--- src/rtl/ewp_pkg.sv ---
package ewp_pkg;
  parameter int WORD_W = 64;
  parameter int SRC_W  = 16;
  parameter int DST_W  = 32;
  localparam int SRC_PER_WORD  = WORD_W / SRC_W;
  localparam int DST_PER_REG   = WORD_W / DST_W;
  localparam int REGS_PER_WORD = SRC_PER_WORD / DST_PER_REG;
  localparam int SEL_W   = (REGS_PER_WORD > 1) ? $clog2(REGS_PER_WORD) : 1;
  localparam int LANE_CW = $clog2(DST_PER_REG + 1);
  localparam int BYTE_CNT   = WORD_W / 8;
  localparam int LANE_BYTES = DST_W / 8;

  typedef struct packed {
    logic               loadBase;
    logic               loadWord;
    logic               emit;
    logic [SEL_W-1:0]   regSel;
    logic [LANE_CW-1:0] lanesValid;
  } ewpStrobe_t;

  typedef enum logic [1:0] {ST_IDLE, ST_FETCH, ST_EMIT, ST_FIN} ewpState_t;
endpackage

--- src/rtl/ewp_ctrl.sv ---
module ewp_ctrl
  import ewp_pkg::*;
#(
  parameter int MAX_VL = 64,
  parameter int VL_W   = $clog2(MAX_VL + 1)
) (
  input  logic            clk,
  input  logic            rst,
  input  logic            start,
  input  logic [VL_W-1:0] vlIn,
  input  logic            srcValid,
  output logic            srcReady,
  output logic            wrEn,
  output logic            done,
  output ewpStrobe_t      strb
);
  ewpState_t          state;
  logic [VL_W-1:0]    elemLeft;
  logic [VL_W-1:0]    nextLeft;
  logic [SEL_W-1:0]   regSel;
  logic [LANE_CW-1:0] lanes;

  always_comb begin
    if (elemLeft >= VL_W'(DST_PER_REG)) lanes = LANE_CW'(DST_PER_REG);
    else                                 lanes = LANE_CW'(elemLeft);
    nextLeft = elemLeft - VL_W'(lanes);
  end

  always_ff @(posedge clk) begin
    if (rst) begin
      state    <= ST_IDLE;
      elemLeft <= '0;
      regSel   <= '0;
    end else begin
      case (state)
        ST_IDLE: if (start) begin
          elemLeft <= vlIn;
          regSel   <= '0;
          state    <= (vlIn == '0) ? ST_FIN : ST_FETCH;
        end
        ST_FETCH: if (srcValid) begin
          regSel <= '0;
          state  <= ST_EMIT;
        end
        ST_EMIT: begin
          elemLeft <= nextLeft;
          if (nextLeft == '0) begin
            state <= ST_FIN;
          end else if (regSel == SEL_W'(REGS_PER_WORD - 1)) begin
            regSel <= '0;
            state  <= ST_FETCH;
          end else begin
            regSel <= regSel + 1'b1;
          end
        end
        default: state <= ST_IDLE;
      endcase
    end
  end

  assign srcReady        = (state == ST_FETCH);
  assign wrEn            = (state == ST_EMIT);
  assign done            = (state == ST_FIN);
  assign strb.loadBase   = (state == ST_IDLE) && start;
  assign strb.loadWord   = (state == ST_FETCH) && srcValid;
  assign strb.emit       = (state == ST_EMIT);
  assign strb.regSel     = regSel;
  assign strb.lanesValid = lanes;


  done_pulse_chk: assert property (@(posedge clk) disable iff (rst) done |=> !done);

  ready_need_chk: assert property (@(posedge clk) disable iff (rst) srcReady |-> elemLeft != '0);

  vl_range_chk: assert property (@(posedge clk) disable iff (rst)
    (start && state == ST_IDLE) |-> (int'(vlIn) <= MAX_VL));

  fin_after_last_chk: assert property (@(posedge clk) disable iff (rst)
    (wrEn && nextLeft == '0) |=> done);
endmodule

--- src/rtl/ewp_dpath.sv ---
module ewp_dpath
  import ewp_pkg::*;
#(
  parameter int IDX_W = 6
) (
  input  logic                clk,
  input  logic                rst,
  input  ewpStrobe_t          strb,
  input  logic [IDX_W-1:0]    baseIdx,
  input  logic [WORD_W-1:0]   srcData,
  output logic [IDX_W-1:0]    wrIdx,
  output logic [WORD_W-1:0]   wrData,
  output logic [BYTE_CNT-1:0] wrMask
);
  logic [WORD_W-1:0] wordQ;
  logic [IDX_W-1:0]  idxQ;

  always_ff @(posedge clk) begin
    if (rst) begin
      wordQ <= '0;
      idxQ  <= '0;
    end else begin
      if (strb.loadBase)  idxQ <= baseIdx;
      else if (strb.emit) idxQ <= idxQ + 1'b1;
      if (strb.loadWord)  wordQ <= srcData;
    end
  end

  assign wrIdx = idxQ;

  for (genvar j = 0; j < DST_PER_REG; j++) begin : g_lane
    logic [SRC_W-1:0] srcElem;
    logic             laneOn;
    assign srcElem = SRC_W'(wordQ >> ((32'(strb.regSel) * DST_PER_REG + j) * SRC_W));
    assign laneOn  = (LANE_CW'(j) < strb.lanesValid);
    assign wrData[j*DST_W +: DST_W] = laneOn ? {{(DST_W-SRC_W){1'b0}}, srcElem} : '0;
    assign wrMask[j*LANE_BYTES +: LANE_BYTES] = {LANE_BYTES{laneOn}};


    zero_ext_chk: assert property (@(posedge clk) disable iff (rst)
      strb.emit |-> wrData[j*DST_W+SRC_W +: DST_W-SRC_W] == '0);
  end


  partial_mask_chk: assert property (@(posedge clk) disable iff (rst)
    (strb.emit && wrMask != '1) |-> (wrMask == BYTE_CNT'(8'h0F) && wrData[WORD_W-1:DST_W] == '0));

  idx_step_chk: assert property (@(posedge clk) disable iff (rst)
    (strb.emit && $past(strb.emit)) |-> wrIdx == IDX_W'($past(wrIdx) + 1'b1));
endmodule

--- src/rtl/elem_widen_pack.sv ---
module elem_widen_pack
  import ewp_pkg::*;
#(
  parameter int MAX_VL = 64,
  parameter int IDX_W  = 6,
  localparam int VL_W  = $clog2(MAX_VL + 1)
) (
  input  logic                clk,
  input  logic                rst,
  input  logic                start,
  input  logic [VL_W-1:0]     vlIn,
  input  logic [IDX_W-1:0]    baseIdx,
  input  logic                srcValid,
  output logic                srcReady,
  input  logic [WORD_W-1:0]   srcData,
  output logic                wrEn,
  output logic [IDX_W-1:0]    wrIdx,
  output logic [WORD_W-1:0]   wrData,
  output logic [BYTE_CNT-1:0] wrMask,
  output logic                done
);
  ewpStrobe_t strb;

  ewp_ctrl #(.MAX_VL(MAX_VL), .VL_W(VL_W)) u_ctrl (
    .clk(clk), .rst(rst), .start(start), .vlIn(vlIn),
    .srcValid(srcValid), .srcReady(srcReady),
    .wrEn(wrEn), .done(done), .strb(strb)
  );

  ewp_dpath #(.IDX_W(IDX_W)) u_dpath (
    .clk(clk), .rst(rst), .strb(strb), .baseIdx(baseIdx), .srcData(srcData),
    .wrIdx(wrIdx), .wrData(wrData), .wrMask(wrMask)
  );
endmodule

--- config.mk ---
export PLATFORM = sky130hd
export DESIGN_NAME = elem_widen_pack
export DESIGN_NICKNAME = d
export VERILOG_FILES = /design/src/rtl/ewp_pkg.sv /design/src/rtl/ewp_ctrl.sv /design/src/rtl/ewp_dpath.sv /design/src/rtl/elem_widen_pack.sv
export SDC_FILE = /design/constraint.sdc
export NUM_CORES = 1
export LEC_CHECK = 0
export BUFFER_PORTS_ARGS = -buffer_cell sky130_fd_sc_hd__buf_2
export CORE_MARGIN = 1.5
export CORE_UTILIZATION = 44
export CTS_BUF_LIST = sky130_fd_sc_hd__clkbuf_16
export CTS_CLUSTER_SIZE = 20
export DETAILED_ROUTE_END_ITERATION = 10
export GPL_ROUTABILITY_DRIVEN = 0
export PLACE_DENSITY_LB_ADDON = 0.08
export RECOVER_POWER = 50
export SYNTH_ARGS = -nofsm -noshare
export SYNTH_HDL_FRONTEND = slang
export SYNTH_HIERARCHICAL = 1
export SYNTH_SLANG_ARGS = --single-unit
export TNS_END_PERCENT = 5
--- constraint.sdc ---
create_clock -name clk -period 2.44 [get_ports clk]
set_clock_uncertainty 0.15 [all_clocks]
set_input_delay 0.366 -clock clk [delete_from_list [all_inputs] [get_ports clk]]
set_output_delay 0.366 -clock clk [all_outputs]
set_load 0.03 [all_outputs]
# ---- Yosys cells after proc, flatten, opt, wreduce, memory -nomap -nowiden
# Cells that the tools add are included.
dict set report word_totals {
  in_bits 81
  output_inout_bits 81
  ff_bits 80
}
dict set report op_classes {
  n_addsub 4
  eq_ne 7
  reduce_logical 11
  magnitude_cmp 3
  mux 18
  n_shift 2
}
# operator count
set op_table {}
lappend op_table {{$shr 64x32->16} 1}
lappend op_table {{$shr 64x6->16} 1}
lappend op_table {{$mux 16} 2}
lappend op_table {{$logic_not 7->1} 2}
lappend op_table {{$pmux 7 s2} 1}
lappend op_table {{$mux 2} 6}
lappend op_table {{$mux 6} 2}
lappend op_table {{$ge 7x2->1 const B} 1}
lappend op_table {{$mux 7} 1}
lappend op_table {{$sub 7x2->7} 1}
lappend op_table {{$add 6x1->6 const B} 1}
lappend op_table {{$ne 2x2->1 const B} 3}
lappend op_table {{$pmux 2 s3} 1}
lappend op_table {{$eq 2x2->1 const B} 2}
lappend op_table {{$lt 1x2->1 const A} 2}
lappend op_table {{$mux 1} 4}
lappend op_table {{$reduce_and 4->1} 1}
lappend op_table {{$reduce_bool 2->1} 2}
lappend op_table {{$add 2x1->3 const B} 1}
lappend op_table {{$ne 3x1->1 const B} 1}
lappend op_table {{$pmux 1 s3} 1}
lappend op_table {{$reduce_and 3->1} 1}
lappend op_table {{$reduce_bool 3->1} 1}
lappend op_table {{$eq 2x1->1 const B} 1}
lappend op_table {{other kinds (4)} 5}

# ---- Longest topological paths before layout
# Gate-level depths: netlist of run 1.
dict set report logic_depth {
  word_depth 6
  ltp_mapped 11
  depth_no_buf 9
}

# ---- Hierarchy
# Netlist of run 1, hierarchy kept.
# mod area_per_inst_um2 seq_area_each_um2 instances cells_per_inst
set modules_own_cells {}
lappend modules_own_cells {ewp_dpath 3337.0 1401.3 1 353}
lappend modules_own_cells {ewp_ctrl 754.5 200.2 1 95}

# ---- Least setup slack after synthesis of run 1
# Ideal clock, no wire load.
dict set report synth_path {
  path_kind {register -> register}
  start {register u_ctrl.elemLeft[2]}
  end {register u_ctrl.regSel}
  path_buffers 2
  setup_ns 0.121
  synth_period_minus_slack_ns 2.491
  arrival_time_ns 2.220
  setup_slack_ns -0.051
  t_required_ns 2.169
  path_stages_with_launch 12
  cell_sequence {dfxtp_1 -> buf_2 -> nor2_1 -> nand3_1 -> nand2b_1 -> ha_1 -> buf_2 -> and4bb_1 -> o21ai_1 -> o31ai_1 -> nand4b_4 -> mux2_4}
}
# item line_no
set synth_lines {}
lappend synth_lines {{start, declared} ewp_ctrl.sv:18} ;# logic [VL_W-1:0] elemLeft;
lappend synth_lines {{start signal, assigned} ewp_ctrl.sv:37} ;# elemLeft <= vlIn;
lappend synth_lines {{start signal, assigned} ewp_ctrl.sv:46} ;# elemLeft <= nextLeft;
lappend synth_lines {{end signal, assigned} ewp_ctrl.sv:53} ;# regSel <= regSel + 1'b1;
lappend synth_lines {{end, declared} ewp_ctrl.sv:20} ;# logic [SEL_W-1:0] regSel;

==> results of run 1 <==
## layout by cell type, fill, tap and decap left out, types with 4 or more instances in the layout
cell type,instances
buf_2,115
nor2_1,98
mux2i_1,98
dfxtp_1,76
conb_1,33
nor2b_1,18
clkbuf_1,12
nand2_1,12
buf_4,10
clkbuf_16,9
a21oi_1,7
nor3_1,7
a31oi_1,4
o21ai_0,4
a211oi_1,4
dfxtp_2,4
xor2_1,4
## worst max-delay path by stage
stage | cells after the start | endpoint | slack (ns) | startpoint
4_1_cts | 8 | wrData[15] | 0.01 | u_ctrl/elemLeft[4]
6_report | 8 | wrData[9] | 0.17 | u_ctrl/elemLeft[6]
3_3_place_gp | 8 | u_ctrl/regSel | 0.29 | u_ctrl/elemLeft[4]
5_1_grt | 8 | wrData[13] | 0.02 | u_ctrl/elemLeft[6]
3_5_place_dp | 9 | u_ctrl/regSel | 0.24 | u_ctrl/elemLeft[6]
2_1_floorplan | 11 | u_ctrl/regSel | 0.04 | u_ctrl/elemLeft[2]
## cell families after synthesis
| kind of cell | share of synthesized area |
|---|---|
| buffers and inverters | 0.114 |
| xor gates and xnor gates | 0.0107 |
| DFF | 0.391 |
| other | 0.00184 |
| adders and majority gates | 0.00612 |
| muxes | 0.250 |
| AOI/OAI and AO/OA | 0.0502 |
| and+or+nand+nor | 0.176 |
## what timing repair did
| item | CTS | global route |
|---|---|---|
| endpoints found under the hold margin | 0 | 0 |
| endpoints found under the setup margin | 6 | 20 |
| resized for setup | 2 | 8 |
| cloned | 0 | 0 |
## sequential cells by signal (all words and copies together) (netlist names)
| signal | count |
|---|---|
| u_ctrl/state | 2 |
| u_dpath/wrIdx | 6 |
| u_dpath/wordQ | 64 |
| u_ctrl/elemLeft | 7 |
| u_ctrl/regSel | 1 |
## power groups by stage
stage / clock network (uW) / logic [uW] / registers [uW]
global placement: 0 / 989 / 1480
global route: 1590 / 1070 / 1470
detailed placement: 0 / 992 / 1480
finish: 1510 / 981 / 1460
CTS: 1550 / 995 / 1450
floorplan: 0 / 800 / 1490
## cell type report
type | instances | area, sq um | area share
clock buffers | 9 | 225 | 0.0450
clock inverters | 5 | 106 | 0.0213
inverters | 4 | 15.0 | 0.00300
multi-input cells | 326 | 2150 | 0.431
flip-flops and latches | 80 | 1610 | 0.321
well taps | 111 | 139 | 0.0277
repair buffers | 143 | 758 | 0.151
## metal layers
metal | track usage | part of all wire | vias to the layer above
li1 | - | - | 1673
met1 | 0.237 | 0.45 | 1532
met2 | 0.306 | 0.46 | 117
met3 | 0.0534 | 0.073 | 12
met4 | 0.0693 | 0.016 | 0
met5 | 0 | 0 | -
## metrics by stage
stage	cells	hold slack (ns)
2_1_floorplan	479	0.310
3_3_place_gp	664	0.322
3_5_place_dp	664	0.336
4_1_cts	678	0.112
5_1_grt	678	0.127
6_report	678	0.120
## critical path, cell delays in order, from the launching register on
cell and delay, ns:
dfxtp_2 0.36, nor2_2 0.15, nand3_2 0.09, buf_6 0.18, nor2_1 0.10, nor2_1 0.06
buf_6 0.16, nor2_1 0.15, buf_4 0.18
==> impl_metrics.env, run 1 <==
export IMPL_via_count=3334
export IMPL_fin_crit_sh=0.932
export IMPL_hold_viol_final=0
export IMPL_cts_hold_buf=0
export IMPL_async_reset_ff_frac=0
export IMPL_fp_dieH_um=99.4
export IMPL_via_per_inst=4.92
export IMPL_rsz0062_at_grt="false"
export IMPL_cts_setup_buffers=0
export IMPL_p_int_uw=2750
export IMPL_nets=647
export IMPL_p_clk_frac=0.382
export IMPL_synth_most_common_cell="nor2_1"
export IMPL_pwr_share_seq=0.369
export IMPL_synth_ff_type="dfxtp_1"
export IMPL_holdPathEnd="u_dpath/wordQ[51]"
export IMPL_place_hpwl_um=6290
export IMPL_worstHoldStart="srcData[51]"
export IMPL_cp_data_arrival_time_ns=1.76
export IMPL_ys_warn_count=6
export IMPL_pre_cts_slack_ns=0.240
export IMPL_tightest_slew_ns=0.628
export IMPL_p_leak_uw=0.00213
export IMPL_numClockSinks=80
export IMPL_power_density_nw_per_um2=789
export IMPL_switching_share=0.304
export IMPL_final_setup_tns_ns=0
export IMPL_ios=162
export IMPL_grt_pass1_vias=3147
export IMPL_ant_nets=0
export IMPL_comb_power_share=0.248
export IMPL_cts_tree="yes"
export IMPL_cts_path_max_buffers=2
export IMPL_clk_pin_slew_ns=0.06
export IMPL_syn_inst=448
export IMPL_wl_per_cell_um=13.5
export IMPL_syn_area_sq_um=4090
export IMPL_dieArea_sq_um=9890
export IMPL_yosys_cell_types_count=47
export IMPL_grt_max_degree=47
export IMPL_reg2reg_depth=5
export IMPL_firstDrtPassIters=4
export IMPL_cts_made_buffers=9
export IMPL_ys_seq_area_frac=0.391
export IMPL_finalPower_uw=3950
export IMPL_synth_common_cells="100 x nor2_1, 98 x mux2i_1, 80 x dfxtp_1, 43 x buf_4, 18 x nor2b_1"
export IMPL_ys_ff_latch=80
export IMPL_syn_avg_cell_area_sq_um=9.13
export IMPL_drv_cap=0
export IMPL_endpoint_kind="output port"
export IMPL_layout_drive_gt1_share=0.284
export IMPL_drcViolationCount=0
export IMPL_final_area_sq_um=5000
export IMPL_wirelength_um=9140
export IMPL_p_sw_uw=1200
export IMPL_max_freq_mhz=440
export IMPL_core_area_sq_um=9110
export IMPL_hold_path_class="input port to flip-flop"
export IMPL_critical_path_class="flip-flop to output port"
export IMPL_root_buffer="clkbuf_16"
export IMPL_fillers=860
export IMPL_crit_path_max_fanout=23
export IMPL_drv_slew=0
export IMPL_rows=35
export IMPL_start_kind="flip-flop"
export IMPL_synth_area_leader_cell="dfxtp_1"
export IMPL_regToRegEndpoint="u_dpath/wrIdx[5]"
export IMPL_reg2reg_from="u_ctrl/state[0]"
export IMPL_htreeDepth=3
export IMPL_gr_total_overflow=0
export IMPL_utilization=0.549
export IMPL_slew_headroom=0.581
export IMPL_synth_top_area_frac=0.391
export IMPL_status="complete, no violations"
export IMPL_portBuffers=129
export IMPL_antenna_cells=0
export IMPL_peakVddDrop_uv=367
export IMPL_cp_required_ns=1.92
export IMPL_hold_depth=3
export IMPL_syn2layout_area_growth_pct=22.3
export IMPL_grt_pass1_wl_um=14800
export IMPL_drt_iter0_markers=90
export IMPL_dpl_cell_area_sq_um=4690
export IMPL_die_x_um=99.4
export IMPL_synth_edf_count=0
export IMPL_setup_viol=0
export IMPL_track_usage=0.188
export IMPL_antenna_found_initial=0
export IMPL_initial_core_util=0.449
export IMPL_ys_top_cells_by_area="dfxtp_1 39%, mux2i_1 24%, nor2_1 9.2%, buf_4 7.9%, nor2b_1 2.8%"
export IMPL_fin_ws_ns=0.166
export IMPL_clock_latency_ns=0.32
export IMPL_reg2reg_slack_ns=0.24
export IMPL_final_min_clock_period_ns=2.27
Power figures use the tool's default switching activity.
==> run 2: changes to the inputs <==
- ABC_AREA: unset -> 1
==> run 2 against run 1 <==
Against the previous run: largest cell class unchanged; highest routed layer unchanged; core utilization decreased by 0.17 points; cell count is 20% higher; cell area decreased by 3.1%; critical path depth fell by 3; global-route usage grew 2.2 points; synthesized cell count increased by 33%; hold slack worse by 0.0094 ns; critical endpoint is now wrMask[2]; critical path type unchanged; register-to-register slack improved by 0.06 ns.
==> impl_metrics.env, run 2 <==
export IMPL_tightest_slew_ns=1.10
export IMPL_max_freq_mhz=438
export IMPL_drv_cap=0
export IMPL_syn2layout_area_growth_pct=18.8
export IMPL_ios=162
export IMPL_crit_path_top_delay_cell="nor2_4"
export IMPL_track_usage=0.210
export IMPL_htreeDepth=3
export IMPL_endpoint_kind="output port"
export IMPL_via_per_inst=4.87
export IMPL_ant_nets=0
export IMPL_setup_viol=0
export IMPL_peakVddDrop_uv=842
export IMPL_clock_latency_ns=0.32
export IMPL_crit_path_max_fanout=17
export IMPL_antenna_cells=0
export IMPL_gr_total_overflow=0
export IMPL_grt_max_degree=65
export IMPL_cts_made_buffers=9
export IMPL_layout_drive_gt1_share=0.225
export IMPL_drv_slew=0
export IMPL_synth_common_cells="173 x nor2_1, 80 x dfxtp_1, 80 x nand2_1, 75 x o21ai_0, 52 x buf_4"
export IMPL_cp_required_ns=1.92
export IMPL_finalPower_uw=6190
export IMPL_ys_top_cells_by_area="dfxtp_1 39%, nor2_1 16%, buf_4 9.6%, o21ai_0 9.2%, nand2_1 7.4%"
export IMPL_syn_avg_cell_area_sq_um=6.83
export IMPL_fin_crit_sh=0.937
export IMPL_wl_per_cell_um=12.5
export IMPL_hold_viol_final=0
export IMPL_fin_ws_ns=0.154
export IMPL_layout_commonest_cell="nor2_1"
export IMPL_status="complete, no violations"
export IMPL_via_count=3963
export IMPL_stdcell_count=814
export IMPL_fillers=912
export IMPL_fp_dieH_um=99.3
export IMPL_drcViolationCount=0
export IMPL_yosys_cell_types_count=31
export IMPL_synth_ff_type="dfxtp_1"
export IMPL_antenna_found_initial=0
export IMPL_path_cells="nor2_2 -> nand3_4 -> nor2_4 -> inv_1 -> buf_2"
export IMPL_root_buffer="clkbuf_16"
export IMPL_portBuffers=129
export IMPL_die_x_um=99.3
export IMPL_place_hpwl_um=6880
export IMPL_pre_cts_slack_ns=0.269
export IMPL_power_density_nw_per_um2=1280
export IMPL_grt_pass1_vias=3689
export IMPL_firstDrtPassIters=4
export IMPL_wirelength_um=10200
export IMPL_final_min_clock_period_ns=2.29
export IMPL_final_setup_tns_ns=0
export IMPL_slew_headroom=0.266
export IMPL_regMostFlops="u_dpath/wordQ"
export IMPL_cp_data_arrival_time_ns=1.77
export IMPL_cts_hold_buf=0
export IMPL_async_reset_ff_frac=0
export IMPL_start_kind="flip-flop"
export IMPL_ys_seq_area_frac=0.393
export IMPL_rsz0062_at_grt="false"
export IMPL_dieArea_sq_um=9860
export IMPL_syn_area_sq_um=4080
export IMPL_timing_hold_ws_ns=0.111
export IMPL_rows=34
export IMPL_nets=785
export IMPL_drt_iter0_markers=182
export IMPL_cts_path_max_buffers=2
export IMPL_cts_setup_buffers=0
export IMPL_final_cell_mix="175 x nor2_1, 121 x buf_2, 80 x nand2_1, 80 x dfxtp_1, 77 x o21ai_0"
export IMPL_ys_warn_count=6
export IMPL_core_area_sq_um=8850
export IMPL_syn_inst=597
export IMPL_cts_tree="yes"
export IMPL_numClockSinks=80
export IMPL_ys_ff_latch=80
export IMPL_synth_most_common_cell="nor2_1"
export IMPL_largest_reg_flops=64
export IMPL_p_leak_uw=0.00247
export IMPL_slowest_delay_ns=0.38
export IMPL_hold_path_class="input port to flip-flop"
export IMPL_initial_core_util=0.461
export IMPL_synth_top_area_frac=0.393
export IMPL_clk_pin_slew_ns=0.06
export IMPL_synth_edf_count=0
export IMPL_synth_area_leader_cell="dfxtp_1"
export IMPL_dp_cells=799
export IMPL_critical_path_class="flip-flop to output port"
export IMPL_grt_pass1_wl_um=17000
## run 2: critical path, delay by kind of cell (launching register included)
kind / cells / cell delay (ns)
buffers and inverters: 2 / 0.33
flip-flops: 1 / 0.37
AND/OR/NAND/NOR: 3 / 0.75
## run 2: stage by stage
| step | utilization | cell area [sq um] |
|---|---|---|
| 3_5_place_dp | 0.512 | 4530 |
| 5_1_grt | 0.548 | 4850 |
| 3_3_place_gp | 0.512 | 4530 |
| 2_1_floorplan | - | 4200 |
| 4_1_cts | 0.550 | 4870 |
| 6_report | 0.548 | 4850 |
## run 2: final timing paths
check / startpoint / cells past startpoint / slack (ns) / end
setup / recovery: u_ctrl/elemLeft[2] / 5 / 0.15 / wrMask[2]
hold / removal: srcData[10] / 3 / 0.11 / u_dpath/wordQ[10]
setup reg to reg: u_ctrl/state[0] / 5 / 0.30 / u_dpath/wordQ[57]
hold reg to reg: u_dpath/wordQ[25] / 2 / 0.34 / u_dpath/wordQ[25]
## run 2: repair_timing
item                                   4_1_cts  5_1_grt
gates resized for setup                      1        0
pin swaps                                    0        1
endpoints found under the hold margin        0        0
setup endpoints to repair                   16        4
## run 2: metal layers
layer | track usage | wire (um) | vias up
li1 | - | - | 2042
met1 | 0.271 | 4460 | 1779
met2 | 0.353 | 4950 | 132
met3 | 0.0408 | 640 | 10
met4 | 0.0672 | 130 | 0
met5 | 0 | 0 | -
## run 2: cell type report
cell class	count	area (sq um)	share of cell area
Sequential cell	80	1600	0.330
Inverter	30	113	0.0232
Clock inverter	6	110	0.0227
Timing Repair Buffer	135	681	0.140
Tap cell	108	135	0.0279
Multi-Input combinational cell	446	1980	0.409
Clock buffer	9	225	0.0465
## run 2: report_power, final
group / internal, uW / switching [uW]
clock: 992 / 514
sequential: 1620 / 218
combinational: 791 / 2050
## run 2: kinds of logic after synthesis
logic type                 after synthesis  share of synthesized area
and+or+nand+nor                        288                      0.289
AOI/OAI and AO/OA                      121                      0.156
buffers and inverters                  102                      0.150
DFF                                     80                      0.393
xor gates and xnor gates                 2                    0.00429
adders and majority gates                2                    0.00613
other                                    2                    0.00184
